<file path="src/rtl/pla_pkg.sv">
package pla_pkg;

    // 2-bit literal code for one input within one product term
    typedef enum logic [1:0] {
        LIT_OFF  = 2'b00,
        LIT_TRUE = 2'b01,
        LIT_COMP = 2'b10,
        LIT_RSVD = 2'b11
    } lit_code_e;

    // configuration tracking states
    typedef enum logic [1:0] {
        ST_BLANK = 2'b00,
        ST_LOAD  = 2'b01,
        ST_READY = 2'b10
    } cfg_state_e;

endpackage

</file>
<file path="src/rtl/pla_cfg_store.sv">
module pla_cfg_store
    import pla_pkg::*;
#(
    parameter int NUM_IN    = 3,
    parameter int NUM_TERMS = 4,
    parameter int NUM_OUT   = 3,
    parameter int ROW_W     = 2
) (
    input  logic                            clk,
    input  logic                            rst_n,
    input  logic                            load_en,
    input  logic                            cfg_we,
    input  logic [ROW_W-1:0]                cfg_row,
    input  logic [2*NUM_IN-1:0]             cfg_and,
    input  logic [NUM_OUT-1:0]              cfg_or,
    output logic [NUM_TERMS*2*NUM_IN-1:0]   and_flat,
    output logic [NUM_TERMS*NUM_OUT-1:0]    or_flat,
    output logic                            done
);

    localparam int AW = 2 * NUM_IN;

    cfg_state_e st_q, st_d;
    logic [NUM_TERMS-1:0][AW-1:0]      and_q;
    logic [NUM_TERMS-1:0][NUM_OUT-1:0] or_q;

    // next-state logic
    always_comb begin
        st_d = st_q;
        unique case (st_q)
            ST_BLANK: if (load_en)  st_d = ST_LOAD;
            ST_LOAD:  if (!load_en) st_d = ST_READY;
            ST_READY: if (load_en)  st_d = ST_LOAD;
            default:                st_d = ST_BLANK;
        endcase
    end

    // state register
    always_ff @(posedge clk or negedge rst_n) begin
        if (!rst_n) st_q <= ST_BLANK;
        else        st_q <= st_d;
    end

    // outputs of the state machine
    always_comb begin
        done = (st_q == ST_READY);
    end

    // personality rows, one register group per product term
    for (genvar t = 0; t < NUM_TERMS; t++) begin : g_row
        always_ff @(posedge clk or negedge rst_n) begin
            if (!rst_n) begin
                and_q[t] <= '0;
                or_q[t]  <= '0;
            end else if (load_en && cfg_we && (cfg_row == ROW_W'(t))) begin
                and_q[t] <= cfg_and;
                or_q[t]  <= cfg_or;
            end
        end
        assign and_flat[t*AW +: AW]          = and_q[t];
        assign or_flat[t*NUM_OUT +: NUM_OUT] = or_q[t];
    end


    wr_gate_chk: assert property (@(posedge clk) disable iff (!rst_n)
        !load_en |=> ($stable(and_q) && $stable(or_q)));


    load_clears_done_chk: assert property (@(posedge clk) disable iff (!rst_n)
        load_en |=> !done);


    close_sets_done_chk: assert property (@(posedge clk) disable iff (!rst_n)
        (!load_en && st_q == ST_LOAD) |=> done);


    done_after_load_chk: assert property (@(posedge clk) disable iff (!rst_n)
        $rose(done) |-> $past(st_q == ST_LOAD));

endmodule

</file>
<file path="src/rtl/pla_and_plane.sv">
module pla_and_plane
    import pla_pkg::*;
#(
    parameter int NUM_IN    = 3,
    parameter int NUM_TERMS = 4
) (
    input  logic [NUM_IN-1:0]              pla_in,
    input  logic [NUM_TERMS*2*NUM_IN-1:0]  and_flat,
    output logic [NUM_TERMS-1:0]           term
);

    localparam int AW = 2 * NUM_IN;

    for (genvar t = 0; t < NUM_TERMS; t++) begin : g_term
        logic [NUM_IN-1:0] lit_ok;
        for (genvar i = 0; i < NUM_IN; i++) begin : g_lit
            lit_code_e code;
            assign code = lit_code_e'(and_flat[t*AW + 2*i +: 2]);
            always_comb begin
                unique case (code)
                    LIT_TRUE: lit_ok[i] = pla_in[i];
                    LIT_COMP: lit_ok[i] = ~pla_in[i];
                    LIT_OFF:  lit_ok[i] = 1'b1;
                    LIT_RSVD: lit_ok[i] = 1'b1;
                    default:  lit_ok[i] = 1'b1;
                endcase
            end
        end
        assign term[t] = &lit_ok;
    end

endmodule

</file>
<file path="src/rtl/pla_or_plane.sv">
module pla_or_plane #(
    parameter int NUM_TERMS = 4,
    parameter int NUM_OUT   = 3
) (
    input  logic [NUM_TERMS-1:0]          term,
    input  logic [NUM_TERMS*NUM_OUT-1:0]  or_flat,
    output logic [NUM_OUT-1:0]            sum
);

    for (genvar j = 0; j < NUM_OUT; j++) begin : g_sum
        logic [NUM_TERMS-1:0] col;
        for (genvar t = 0; t < NUM_TERMS; t++) begin : g_col
            assign col[t] = or_flat[t*NUM_OUT + j];
        end
        assign sum[j] = |(term & col);
    end

endmodule

</file>
<file path="src/rtl/prog_pla.sv">
module prog_pla #(
    parameter int NUM_IN    = 3,
    parameter int NUM_TERMS = 4,
    parameter int NUM_OUT   = 3,
    parameter int ROW_W     = (NUM_TERMS > 1) ? $clog2(NUM_TERMS) : 1
) (
    input  logic                 clk,
    input  logic                 rst_n,
    input  logic                 load_en,
    input  logic                 cfg_we,
    input  logic [ROW_W-1:0]     cfg_row,
    input  logic [2*NUM_IN-1:0]  cfg_and,
    input  logic [NUM_OUT-1:0]   cfg_or,
    input  logic [NUM_IN-1:0]    pla_in,
    output logic [NUM_OUT-1:0]   pla_out,
    output logic                 cfg_done
);

    logic [NUM_TERMS*2*NUM_IN-1:0] and_flat;
    logic [NUM_TERMS*NUM_OUT-1:0]  or_flat;
    logic [NUM_TERMS-1:0]          term;
    logic [NUM_OUT-1:0]            sum;

    pla_cfg_store #(
        .NUM_IN(NUM_IN), .NUM_TERMS(NUM_TERMS), .NUM_OUT(NUM_OUT), .ROW_W(ROW_W)
    ) u_store (
        .clk(clk), .rst_n(rst_n), .load_en(load_en), .cfg_we(cfg_we),
        .cfg_row(cfg_row), .cfg_and(cfg_and), .cfg_or(cfg_or),
        .and_flat(and_flat), .or_flat(or_flat), .done(cfg_done)
    );

    pla_and_plane #(.NUM_IN(NUM_IN), .NUM_TERMS(NUM_TERMS)) u_and (
        .pla_in(pla_in), .and_flat(and_flat), .term(term)
    );

    pla_or_plane #(.NUM_TERMS(NUM_TERMS), .NUM_OUT(NUM_OUT)) u_or (
        .term(term), .or_flat(or_flat), .sum(sum)
    );

    assign pla_out = cfg_done ? sum : '0;


    load_quiet_chk: assert property (@(posedge clk) disable iff (!rst_n)
        load_en |=> (pla_out == '0));

endmodule

</file>
<file path="config.mk">
export PLATFORM = sky130hd
export DESIGN_NAME = prog_pla
export DESIGN_NICKNAME = d
export VERILOG_FILES = /design/src/rtl/pla_pkg.sv /design/src/rtl/pla_cfg_store.sv /design/src/rtl/pla_and_plane.sv /design/src/rtl/pla_or_plane.sv /design/src/rtl/prog_pla.sv
export SDC_FILE = /design/constraint.sdc
export NUM_CORES = 1
export LEC_CHECK = 0
export BUFFER_PORTS_ARGS = -buffer_cell sky130_fd_sc_hd__buf_2
export CAP_MARGIN = 20
export CORE_MARGIN = 1.5
export CORE_UTILIZATION = 50
export DETAILED_ROUTE_END_ITERATION = 8
export PLACE_DENSITY_LB_ADDON = 0.08
export REMOVE_ABC_BUFFERS = 1
export SYNTH_ARGS = -nofsm -noshare
export SYNTH_HDL_FRONTEND = slang
export SYNTH_SLANG_ARGS = --single-unit
</file>
<file path="constraint.sdc">
create_clock -name clk -period 4.1 [get_ports clk]
set_input_delay 0.205 -clock clk [delete_from_list [all_inputs] [get_ports clk]]
set_output_delay 0.205 -clock clk [all_outputs]
set_load 0.01 [all_outputs]
</file>
==> results.py <==
metrics = {
    "worst_setup_path": {
        "critical_path.max_stage_delay_ns": 0.58,
        "critPathSlowestCell": "a222oi_1",
        "crit_required_ns": 3.89,
        "crit_path_start_kind": "register",
        "cp-end-kind": "output port",
        "path_class": "register to output port",
        "path_cells": "inv_1 > ha_1 > nor2_1 > a222oi_1 > nand3_1 > a41oi_1 > buf_2",
        "worstPathArrival_ns": 2.20,
        "cp_max_fo": 3,
    },
    "die": {
        "rows": 23,
        "io-pin-count": 22,
        "fp.dieH_um": 67.88,
        "core_area_um2": 4029,
        "start_util": 0.5224,
        "die_area_um2": 4607,
        "fp.dieW_um": 67.88,
    },
    "clock_network": {
        "clk_pin_slew_ns": 0.08,
        "postCtsResizedCells": 0,
        "cts.sinks": 38,
        "cts-hold-fix-buffers": 0,
        "cts_buffer_depth": 2,
        "cts_buffers": 5,
        "post-cts-setup-buffer-count": 0,
        "clock_latency_ns": 0.29,
        "clockRootBuffer": "clkbuf_8",
        "cts_htree_levels": 2,
        "cts_tree": "yes",
    },
    "cells_and_area": {
        "area_growth_pct": 14.51,
        "nets": 257,
        "stdcell_count": 266,
        "diodes": 0,
        "postLayoutCoreUtil": 0.5981,
        "drive_above_1_share": 0.2917,
        "fill_cells": 333,
    },
    "timing": {
        "rsz0062_at_grt": "no",
        "setup-violations-final": 0,
        "setup-tns-final_ns": 0,
        "fin_crit_ns": 2.400,
        "tightest_slew_ns": 0.9730,
        "fin_crit_sh": 0.5855,
        "hold_viol_final": 0,
        "finClkSkew_ns": 0.00002265,
        "final_max_slew_viol_count": 0,
        "fmax_mhz": 416.6,
        "relSlewSlack": 0.3478,
        "whs_ns": 0.01797,
    },
    "place": {
        "routabilityCongestion": 0.7839,
        "dp_cells": 258,
        "io_buffer_count": 21,
        "hpwl_um": 3366,
    },
    "detailed_routing": {
        "drtAntennaViolNets": 0,
        "vias_per_cell": 5.782,
        "dr.pass1.iters": 5,
        "num_vias": 1538,
        "routedWlPerCell_um": 17.06,
        "drtIter0Drc": 113,
        "routed_wl_um": 4538,
        "remaining_drc_errors": 0,
    },
    "synth": {
        "avgSynthCellArea_um2": 11.19,
        "synthFlopType": "dfrtp_1",
        "synth_enable_flop_cells": 0,
        "syn_area_um2": 2105,
        "synth_area_leaders": "dfrtp_1, mux2_2, ha_1",
        "synthArstFlopShare": 1.000,
        "syn_inst": 188,
        "post_synth_num_cell_types": 21,
        "netlist_top_cells_count": "dfrtp_1, mux2_2, inv_1",
        "synth_most_common_cell": "dfrtp_1",
        "synth_seq_area_share": 0.4518,
        "yosysTopAreaCell": "dfrtp_1",
        "netlist.area_leader.share": 0.4518,
        "yosysWarnings": 0,
        "ys_ff_latch": 38,
    },
    "global_routing": {
        "antenna_found_initial": 0,
        "grt_util_all_layers": 0.2194,
        "grt_max_degree": 39,
        "grt_pass1_wl_um": 7376,
        "overflow": 0,
        "grt_pass1_vias": 1544,
    },
    "job": {
        "drv_cap": 0,
    },
    "power_and_ir_drop": {
        "p_total_uw": 1241,
        "ir_worst_vdd_v": 0.0002507,
        "p_per_area_nw_per_um2": 515.1,
        "power_leakage_uw": 0.001176,
    },
    "worst_hold_path": {
        "hold_path_class": "primary input to asynchronous set/reset pin",
    },
    "run_status": {
        "status": "finished clean",
    },
}
per-layer routing:
layer | global-route usage | part of all wire | up-vias | routed length [µm]
met5 | 0 | 0 | - | 0
met4 | 0.07500 | 0.011 | 0 | 51
met3 | 0.04934 | 0.045 | 6 | 206
met2 | 0.3542 | 0.48 | 43 | 2168
met1 | 0.2921 | 0.47 | 777 | 2111
li1 | - | - | 712 | -
where the power goes:
part	internal (µW)	switching, µW
sequential	454	58.7
clock	260	136
combinational	156	176
worst max-delay path, delay by kind of cell (launching register included):
| kind | cells | cell delay, ns |
|---|---|---|
| compound gates | 2 | 0.83 |
| simple gates | 2 | 0.19 |
| flops | 1 | 0.37 |
| buf+inv | 2 | 0.22 |
| fa+ha+maj | 1 | 0.27 |
flip-flops by register name, summed over array words and instances, names as in the netlist:
| signal | flops |
|---|---|
| u_store.st_q | 2 |
| u_store.or_flat | 12 |
| u_store.and_flat | 24 |
area by class of cell:
cell class	instances	area, µm²	area share
Sequential cell	38	950.9	0.3946
Timing Repair Buffer	21	105.1	0.04361
Inverter	28	105.1	0.04361
Tap cell	50	62.56	0.02596
Clock buffer	6	82.58	0.03427
Clock inverter	2	60.06	0.02492
Multi-Input combinational cell	121	1044	0.4330
cells in the final DEF, fill, tap and decap left out:
cell       count
dfrtp_1       38
buf_2         21
clkbuf_8       6
nor2_1        11
nor3_2         1
nand4b_1       1
ha_1          24
nand2b_1      10
nand3_1        6
inv_2          1
nand2b_2       2
a21boi_0       1
o21ai_0        6
mux2_2        30
a21oi_1        1
bufinv_16      2
nand4_1        7
a222oi_1       6
a41oi_1        3
a22oi_1        2
inv_1         27
nand2_1        8
a211o_1        2
through the flow:
step / setup WS (ns) / cell area [µm²]
6_report: 1.700 / 2410
5_1_grt: 1.542 / 2410
4_1_cts: 1.755 / 2410
3_5_place_dp: 2.077 / 2267
3_3_place_gp: 2.056 / 2267
2_1_floorplan: 2.391 / 2100
final timing paths:
check / start / to / slack (ns) / cells after the start
max: u_store.and_flat[8] / pla_out[1] / 1.70 / 7
min: rst_n / u_store.and_flat[1] / 0.02 / 1
max reg2reg: u_store.st_q[0] / u_store.st_q[1] / 3.23 / 2
min reg2reg: u_store.st_q[0] / u_store.st_q[0] / 0.48 / 1
max in group asynchronous: rst_n / u_store.or_flat[11] / 3.54 / 1
min in group clk: load_en / u_store.st_q[1] / 0.11 / 2
cell families after synthesis:
kind of cell / synth area share
flops: 0.4518
simple gates: 0.1159
compound gates: 0.07670
mux: 0.1605
fa+ha+maj: 0.1427
buf+inv: 0.05232
Note: power is estimated with default switching activity, not from simulation.
